[config.mk]
export PLATFORM = sky130hd
export DESIGN_NAME = pbus_script_seq
export DESIGN_NICKNAME = d
export VERILOG_FILES = /design/src/rtl/pbus_script_seq.sv
export SDC_FILE = /design/constraint.sdc
export NUM_CORES = 1
export LEC_CHECK = 0
export BUFFER_PORTS_ARGS = -buffer_cell sky130_fd_sc_hd__clkbuf_2
export CAP_MARGIN = 20
export CORE_UTILIZATION = 58
export DETAILED_ROUTE_END_ITERATION = 10
export GPL_TIMING_DRIVEN = 0
export PLACE_DENSITY = 0.85
export SETUP_SLACK_MARGIN = 0.05
export SYNTH_ARGS = -nofsm -noshare
export SYNTH_HDL_FRONTEND = slang
export SYNTH_SLANG_ARGS = --single-unit
[constraint.sdc]
create_clock -name clk -period 4.7 [get_ports clk]
set_input_delay 0.47 -clock clk [delete_from_list [all_inputs] [get_ports clk]]
set_output_delay 0.47 -clock clk [all_outputs]
set_load 0.03 [all_outputs]
[src/rtl/pbus_script_seq.sv]
module pbus_script_seq #(
  parameter int IDX_W = 6,
  parameter int DLY_W = 8
) (
  input  logic             clk,
  input  logic             rst_n,
  input  logic             ev_sleep,
  input  logic             ev_wake12,
  input  logic             ev_wake3,
  input  logic             ev_warm,
  input  logic [IDX_W-1:0] start_sleep,
  input  logic [IDX_W-1:0] start_wake12,
  input  logic [IDX_W-1:0] start_wake3,
  input  logic [IDX_W-1:0] start_warm,
  input  logic             tick,
  output logic [IDX_W+1:0] mem_raddr,
  input  logic [7:0]       mem_rdata,
  output logic             msg_valid,
  input  logic             msg_ready,
  output logic [15:0]      msg_data,
  output logic             busy
);
  localparam logic [IDX_W-1:0] TERM = '1;
  localparam logic [DLY_W-1:0] DONE_ONE = 1;

  typedef enum logic [1:0] {S_IDLE, S_FETCH, S_SEND, S_WAIT} st_t;

  st_t              st;
  logic [IDX_W-1:0] idx, nxt, first;
  logic [1:0]       bsel;
  logic [15:0]      msg;
  logic [DLY_W-1:0] dly, wcnt;
  logic [3:0]       pend, grant;
  logic             step;

  wire [3:0] ev = {ev_warm, ev_sleep, ev_wake12, ev_wake3};

  always_comb begin
    grant = 4'b0000;
    first = start_wake3;
    if (pend[3])      begin grant = 4'b1000; first = start_warm;   end
    else if (pend[2]) begin grant = 4'b0100; first = start_sleep;  end
    else if (pend[1]) begin grant = 4'b0010; first = start_wake12; end
    else if (pend[0]) begin grant = 4'b0001; first = start_wake3;  end
  end

  assign step = (st == S_SEND && msg_ready && dly == '0) ||
                (st == S_WAIT && tick && (wcnt + DONE_ONE) == dly);

  always_ff @(posedge clk) begin
    if (!rst_n) begin
      st   <= S_IDLE;
      idx  <= '0;
      nxt  <= '0;
      bsel <= '0;
      msg  <= '0;
      dly  <= '0;
      wcnt <= '0;
      pend <= '0;
    end else begin
      pend <= (pend & ~((st == S_IDLE) ? grant : 4'b0000)) | ev;
      case (st)
        S_IDLE: if (|pend) begin
          st   <= S_FETCH;
          idx  <= first;
          bsel <= '0;
        end
        S_FETCH: begin
          bsel <= bsel + 2'd1;
          case (bsel)
            2'd0: msg[15:8] <= mem_rdata;
            2'd1: msg[7:0]  <= mem_rdata;
            2'd2: dly       <= mem_rdata[DLY_W-1:0];
            default: begin
              nxt <= mem_rdata[IDX_W-1:0];
              st  <= S_SEND;
            end
          endcase
        end
        S_SEND: if (msg_ready) begin
          st   <= S_WAIT;
          wcnt <= '0;
        end
        default: if (tick) wcnt <= wcnt + DONE_ONE;
      endcase
      if (step) begin
        if (nxt == TERM) st <= S_IDLE;
        else begin
          st   <= S_FETCH;
          idx  <= nxt;
          bsel <= '0;
        end
      end
    end
  end

  assign mem_raddr = {idx, bsel};
  assign msg_valid = (st == S_SEND);
  assign msg_data  = msg;
  assign busy      = (st != S_IDLE);

  p_cnt_r4: assert property (@(posedge clk) disable iff (!rst_n)
    st == S_WAIT |-> wcnt < dly);

  p_hold_r6: assert property (@(posedge clk) disable iff (!rst_n)
    msg_valid && !msg_ready |=> msg_valid && $stable(msg_data));

  p_end_r3: assert property (@(posedge clk) disable iff (!rst_n)
    $fell(busy) |-> $past(nxt) == TERM);

  p_start_r8: assert property (@(posedge clk) disable iff (!rst_n)
    (st == S_IDLE && |pend) |=> busy);

  p_prio_r9: assert property (@(posedge clk) disable iff (!rst_n)
    (st == S_IDLE && pend[3]) |=> idx == $past(start_warm));
endmodule

==> reports/metrics.cfg, run 1 <==
[synthesis]
ys_types = 40
syn_inst = 335
synthAdderAreaFrac = 0.04492
synth_ff_type = dfxtp_1
synth_edf_count = 0
ys_warn_count = 0
ys_seq_area_frac = 0.3738
yosys.area.top_type = dfxtp_1
synth_nets = 385
synth_top_cell_area_share = 0.3738
synth_area_um2 = 2785
synth_xor_area_frac = 0.03414
synth_compound_area_frac = 0.2022
async_flop_share = 0
ys_ff_latch = 52
syn_avg_cell_area_um2 = 8.314
synth_top_family_by_area = simple AND/OR/NAND/NOR gates
synthMuxAreaShare = 0.06514
synthTopCellsByArea = dfxtp_1 37%, a21boi_0 8.9%, nand2_1 7.7%
yosys.area_share.simple = 0.2421

[detailed_routing]
routed.top_layer = met4
drtPass1Iterations = 8
wl_met3_um = 400
wl_met2_mm = 3.027
routedWlPerCell_um = 14.37
drt_iter0_drc = 155
remaining_drc_errors = 6
met1Wirelength_mm = 3.079
drt-total-wl_mm = 6.596
vias = 2623
ant_nets = 0
vias_per_cell = 5.715

[clock_tree]
cts.reportedPaths.clkPinSlew_ns = 0.10
cts_made_buffers = 5
htree_levels = 2
cts_hold_buf = 0
cts_setup_buffers = 0
numClockSinks = 52
cts_buffer_depth = 2
insertion_delay_ns = 0.31
cts_tree = yes
cts-resized-gates = 0
root_buffer = clkbuf_8

[min_path]
hold_path_depth = 2
min_to = pend[1]
min_path_type = in -> reg
hp-start = ev_wake12

[sta]
finalCritPeriodShare = 0.4793
hold_viol_final = 0
slew_violations = 0
clock.fmax_mhz = 443.9
setup_viol = 0
max_slew_margin = 0.6958
grt_setup_unrepaired = no
clock_skew_ns = 0.007093
tns_ns = 0
worst-slew-pin-transition_ns = 0.4563
fin_crit_ns = 2.253

[place]
dp_hpwl_mm = 4.996
gp_congestion = 0.8706
portBuffers = 64

[global_route]
track_usage = 0.2695
antenna_found_initial = 0
grt_overflow = 0
grt_pass1_wl_mm = 10.93
grt_pass1_vias = 2464
grt_max_degree = 18

[pwr]
p_switching_w = 0.0005635
power_density_nw_per_um2 = 415.1
power.share.switching = 0.4164
clkPwrFrac = 0.192
p_int_w = 0.0007898
vdd_ir_drop_max_v = 0.0003681
seq_power_share = 0.404
cellLeakagePower_nw = 1.288
pwr-share-comb = 0.404

[setup_path]
critPathMaxFanout = 5
start_kind = register
rr_startpoint = wcnt[0]
r2r-end = idx[2]
crit_required_ns = 4.90
crit_chain = ha_1, and3_1, nand3_1, xnor2_2, o2111ai_2, and2_4, o221a_1
critPathTopFamily = simple AND/OR/NAND/NOR gates
critPathMaxStageDelay_ns = 0.46
arrival_ns = 2.45
critPathKind = reg -> reg
crit_slowest_cell = dfxtp_1
critPathCaptureType = register
crit_buf_inv = 0
regToRegSetupSlack_ns = 2.45
reg2regPathDepth = 7

[finish]
drive_gt1_frac = 0.2015
fill_cells = 345
n_antenna_cell = 0
final_core_utilization = 0.7287
area.growth.synth_to_final_pct = 17.07
final_common_cell = clkbuf_2
final_cell_mix = 64 x clkbuf_2, 57 x nand2_1, 52 x dfxtp_1, 38 x nand3_1, 33 x a21boi_0
nNetsFinal = 456

[run_status]
outcome = complete, but fails checks
violations = DRC

[floorplan]
core-area_um2 = 4474
fp-row-count = 24
die_h_um = 71.30
dieArea_um2 = 5083
die_width_um = 71.30
ioPinCount = 66
start_util = 0.6225

[job]
drv_cap = 0

-- logic make-up after synthesis --
group	count (synthesis)
buf+inv	27
xor+xnor	10
compound gates	77
flops	52
simple gates	141
mux	18
fa+ha+maj	10
-- power by group through the flow --
stage,clock network [W],registers [W],logic (W)
after floorplan,0,0.000643,0.000303
after global placement,0,0.000554,0.000525
after detailed placement,0,0.000556,0.000539
after CTS,0.000266,0.000546,0.000543
after global routing,0.000280,0.000554,0.000599
final,0.000260,0.000546,0.000547
-- cell type report --
cell class              instances  area (um^2)  area share
plain buffers                  20        78.83     0.02417
clock buffers                   5        68.82     0.02111
clock inverters                 3        21.27    0.006523
inverters                       7        26.28    0.008058
multi-input cells             256         1639      0.5027
flip-flops and latches         52         1041      0.3193
well taps                      52        65.06     0.01995
repair buffers                 64        320.3     0.09823
-- metrics by stage --
step                setup slack, ns  instance area (um^2)  power (W)  instances  hold WS [ns]
detailed placement            2.483                  3171   0.001094        451        0.4555
floorplan                     2.768                  2785  0.0009462        335        0.4513
global placement              2.522                  3171   0.001079        451        0.4521
CTS                           2.456                  3261   0.001355        459        0.3775
global route                  2.295                  3261   0.001433        459        0.3991
finish                        2.447                  3261   0.001353        459        0.3838
-- synth_stat cells (2+ instances only) --
library cell	count
a21boi_0	33
a21oi_1	5
a22oi_1	3
and2_1	2
and3_1	3
buf_1	3
buf_2	3
clkbuf_1	14
dfxtp_1	52
ha_1	10
inv_1	7
mux2i_1	17
nand2_1	57
nand2b_1	4
nand3_1	38
nor2_1	9
nor2b_1	12
nor3_1	5
nor3b_1	2
nor4_1	4
o21a_1	7
o21ai_0	17
o221a_1	4
xnor2_1	6
xor2_1	3
-- state kept, by name, summed over array words and instances, names as in the netlist --
| signal | cells |
|---|---|
| msg_data | 16 |
| dly | 8 |
| wcnt | 8 |
| idx | 6 |
| nxt | 6 |
| pend | 4 |
| bsel | 2 |
| st | 2 |
-- layer usage --
metal,vias to the layer above,track usage
li1,1313,-
met1,1204,0.3464
met2,95,0.4487
met3,11,0.06048
met4,0,0.09111
met5,-,0
-- how the worst max path moves through the flow --
stage / start / endpoint / slack (ns) / depth (start not counted)
2_1_floorplan: wcnt[0] / idx[1] / 2.77 / 7
3_3_place_gp: wcnt[0] / idx[1] / 2.52 / 7
3_5_place_dp: wcnt[0] / idx[2] / 2.48 / 7
4_1_cts: wcnt[0] / idx[2] / 2.46 / 7
5_1_grt: wcnt[0] / idx[2] / 2.30 / 7
6_report: wcnt[0] / idx[2] / 2.45 / 7
Note: power is estimated with default switching activity, not from simulation.
==> run 2: changes to the inputs <==
CORE_UTILIZATION = 54   (was 58)
PLACE_DENSITY = 0.8   (was 0.85)
clock period = 2.3 ns   (was 4.7 ns; I/O delays follow)
==> run 2 against run 1 <==
The run now ends clean. Combinational power rose by 100%. Non-clock buffer count unchanged. Routed wire length shrank 0.56%. Critical endpoint is now idx[3]. Final area rose by 0.88%. Critical path type unchanged. Critical path depth did not move. Clock-buffer cell count increased by 1. Sequential cell count stayed put. Largest power group is now sequential cells. Cell count up 3.3%. Clock skew decreased by 0.0036 ns. Die area increased by 7.2%.
==> reports/metrics.cfg, run 2 (synthesis gave the netlist of run 1 again) <==
[run_status]
outcome = finished, final reports clean  ; was complete, but fails checks

[finish]
fill_cells = 435  ; was 345
final_area_um2 = 3289  ; was 3261 um^2
n_antenna_cell = 0  ; unchanged
final_common_cell = clkbuf_2  ; unchanged
multi_input_area_um2 = 1642  ; was 1639 um^2
largest_register_ffs = 16  ; unchanged
final_cell_mix = 64 x clkbuf_2, 57 x nand2_1, 51 x dfxtp_1, 38 x nand3_1, 33 x a21boi_0  ; was 64 x clkbuf_2, 57 x nand2_1, 52 x dfxtp_1, 38 x nand3_1, 33 x a21boi_0
register_area_um2 = 1042  ; was 1041 um^2
area.growth.synth_to_final_pct = 18.10  ; was 17.07%
nNetsFinal = 456  ; unchanged
drive_gt1_frac = 0.2064  ; was 0.2015

[pwr]
cellLeakagePower_nw = 1.293  ; was 1.288 nW
clkPwrFrac = 0.202  ; was 0.192
power_w = 0.002787  ; was 0.001353 W
p_int_w = 0.001646  ; was 0.0007898 W
power.share.switching = 0.4094  ; was 0.4164
power_density_nw_per_um2 = 847.4  ; was 415.1 nW/um^2
p_switching_w = 0.001141  ; was 0.0005635 W
vdd_ir_drop_max_v = 0.0004498  ; was 0.0003681 V
seq_power_share = 0.401  ; was 0.404
pwr-share-comb = 0.397  ; was 0.404

[clock_tree]
cts.reportedPaths.clkPinSlew_ns = 0.10  ; about the same
cts_tree = yes  ; unchanged
htree_levels = 2  ; unchanged
cts_hold_buf = 0  ; unchanged
cts-resized-gates = 0  ; unchanged
insertion_delay_ns = 0.31  ; about the same
cts_buffer_depth = 2  ; unchanged
root_buffer = clkbuf_8  ; unchanged
numClockSinks = 52  ; unchanged
cts_setup_buffers = 0  ; unchanged
cts_made_buffers = 5  ; unchanged

[place]
placed_area_um2 = 3189  ; was 3171 um^2
dp_hpwl_mm = 4.969  ; was 4.996 mm
post-place-ws_ns = 0.1122  ; was 2.483 ns
portBuffers = 64  ; unchanged
gp_congestion = 0.8984  ; was 0.8706

[sta]
clock_skew_ns = 0.003466  ; was 0.007093 ns
fin_ws_ns = 0.2226  ; was 2.447 ns
finalCritPeriodShare = 0.9032  ; was 0.4793
setup_viol = 0  ; unchanged
max_slew_margin = 0.6615  ; was 0.6958
slew_violations = 0  ; unchanged
worst-slew-pin-transition_ns = 0.5077  ; was 0.4563 ns
hold_viol_final = 0  ; unchanged
grt_setup_unrepaired = no  ; unchanged
tns_ns = 0  ; unchanged
clock.fmax_mhz = 481.4  ; was 443.9 MHz
fin_crit_ns = 2.077  ; was 2.253 ns

[setup_path]
critPathTopFamily = compound AO/OA/AOI/OAI gates  ; was simple AND/OR/NAND/NOR gates
arrival_ns = 2.28  ; was 2.45 ns
critPathMaxFanout = 5  ; unchanged
critPathMaxStageDelay_ns = 0.41  ; was 0.46 ns
critPathKind = reg -> reg  ; unchanged
crit_required_ns = 2.51  ; was 4.90 ns
rr_startpoint = wcnt[0]  ; unchanged
r2r-end = idx[3]  ; was idx[2]
critPathCaptureType = register  ; unchanged
reg2regPathDepth = 7  ; unchanged
start_kind = register  ; unchanged
crit_buf_inv = 0  ; unchanged
crit_slowest_cell = dfxtp_2  ; was dfxtp_1
crit_chain = ha_2, nand3_1, a221oi_1, o311a_1, o2111ai_2, and2_4, o221a_1  ; was ha_1, and3_1, nand3_1, xnor2_2, o2111ai_2, and2_4, o221a_1
regToRegSetupSlack_ns = 0.22  ; was 2.45 ns

[global_route]
grt_overflow = 0  ; unchanged
grt_pass1_wl_mm = 10.86  ; was 10.93 mm
grt_pass1_vias = 2323  ; was 2464
track_usage = 0.2625  ; was 0.2695
antenna_found_initial = 0  ; unchanged
grt_max_degree = 17  ; was 18

[min_path]
hold_path_depth = 2  ; unchanged
min_path_type = in -> reg  ; unchanged
hp-start = ev_wake3  ; was ev_wake12
min_to = pend[0]  ; was pend[1]

[floorplan]
die_width_um = 73.82  ; was 71.30 um
ioPinCount = 66  ; unchanged
core-area_um2 = 4848  ; was 4474 um^2
fp-row-count = 25  ; was 24
start_util = 0.5745  ; was 0.6225
dieArea_um2 = 5449  ; was 5083 um^2
die_h_um = 73.82  ; was 71.30 um

[detailed_routing]
vias = 2540  ; was 2623
drtPass1Iterations = 4  ; was 8
routedWlPerCell_um = 13.84  ; was 14.37 um
remaining_drc_errors = 0  ; was 6
ant_nets = 0  ; unchanged
drt_iter0_drc = 127  ; was 155
vias_per_cell = 5.359  ; was 5.715
drt-total-wl_mm = 6.559  ; was 6.596 mm

[job]
drv_cap = 0  ; unchanged

-- run 2: stage by stage --
stage	instances	hold slack, ns	utilization
finish	474	0.1253	0.6785
global route	474	0.1262	0.6785
CTS	474	0.1200	0.6777
detailed placement	466	0.4449	0.6578
global placement	466	0.4444	0.6578
floorplan	335	0.3538	-
-- run 2: worst max path at each step --
stage / from / end / slack [ns] / cells past startpoint
3_3_place_gp: wcnt[0] / idx[4] / 0.12 / 7
6_report: wcnt[0] / idx[3] / 0.22 / 7
3_5_place_dp: wcnt[0] / idx[4] / 0.11 / 7
4_1_cts: wcnt[0] / idx[4] / 0.09 / 7
5_1_grt: st[0] / st[1] / 0.07 / 7
2_1_floorplan: wcnt[0] / idx[1] / 0.37 / 7
-- run 2: area by class of cell --
cell class | count | area share
multi-input combinational | 256 | 0.4990
sequential | 52 | 0.3169
timing repair buffer | 64 | 0.09738
tap | 67 | 0.02549
clock buffer | 6 | 0.02510
buffer | 20 | 0.02396
inverter | 7 | 0.007988
clock inverter | 2 | 0.004184
-- run 2: power groups by stage --
stage / sequential (W) / combinational, W / clock [W]
6_report: 0.00112 / 0.00111 / 0.000562
3_3_place_gp: 0.00113 / 0.00108 / 0
5_1_grt: 0.00114 / 0.00124 / 0.000598
2_1_floorplan: 0.00131 / 0.000619 / 0
4_1_cts: 0.00112 / 0.00111 / 0.000566
3_5_place_dp: 0.00114 / 0.00110 / 0
-- run 2: routing by layer --
metal  GRT usage  share of wire  vias to the layer above
met4     0.09402          0.018                        0
met5           0              0                        -
li1            -              -                     1308
met1      0.3515           0.48                     1146
met3     0.04938          0.049                        9
met2      0.4210           0.45                       77
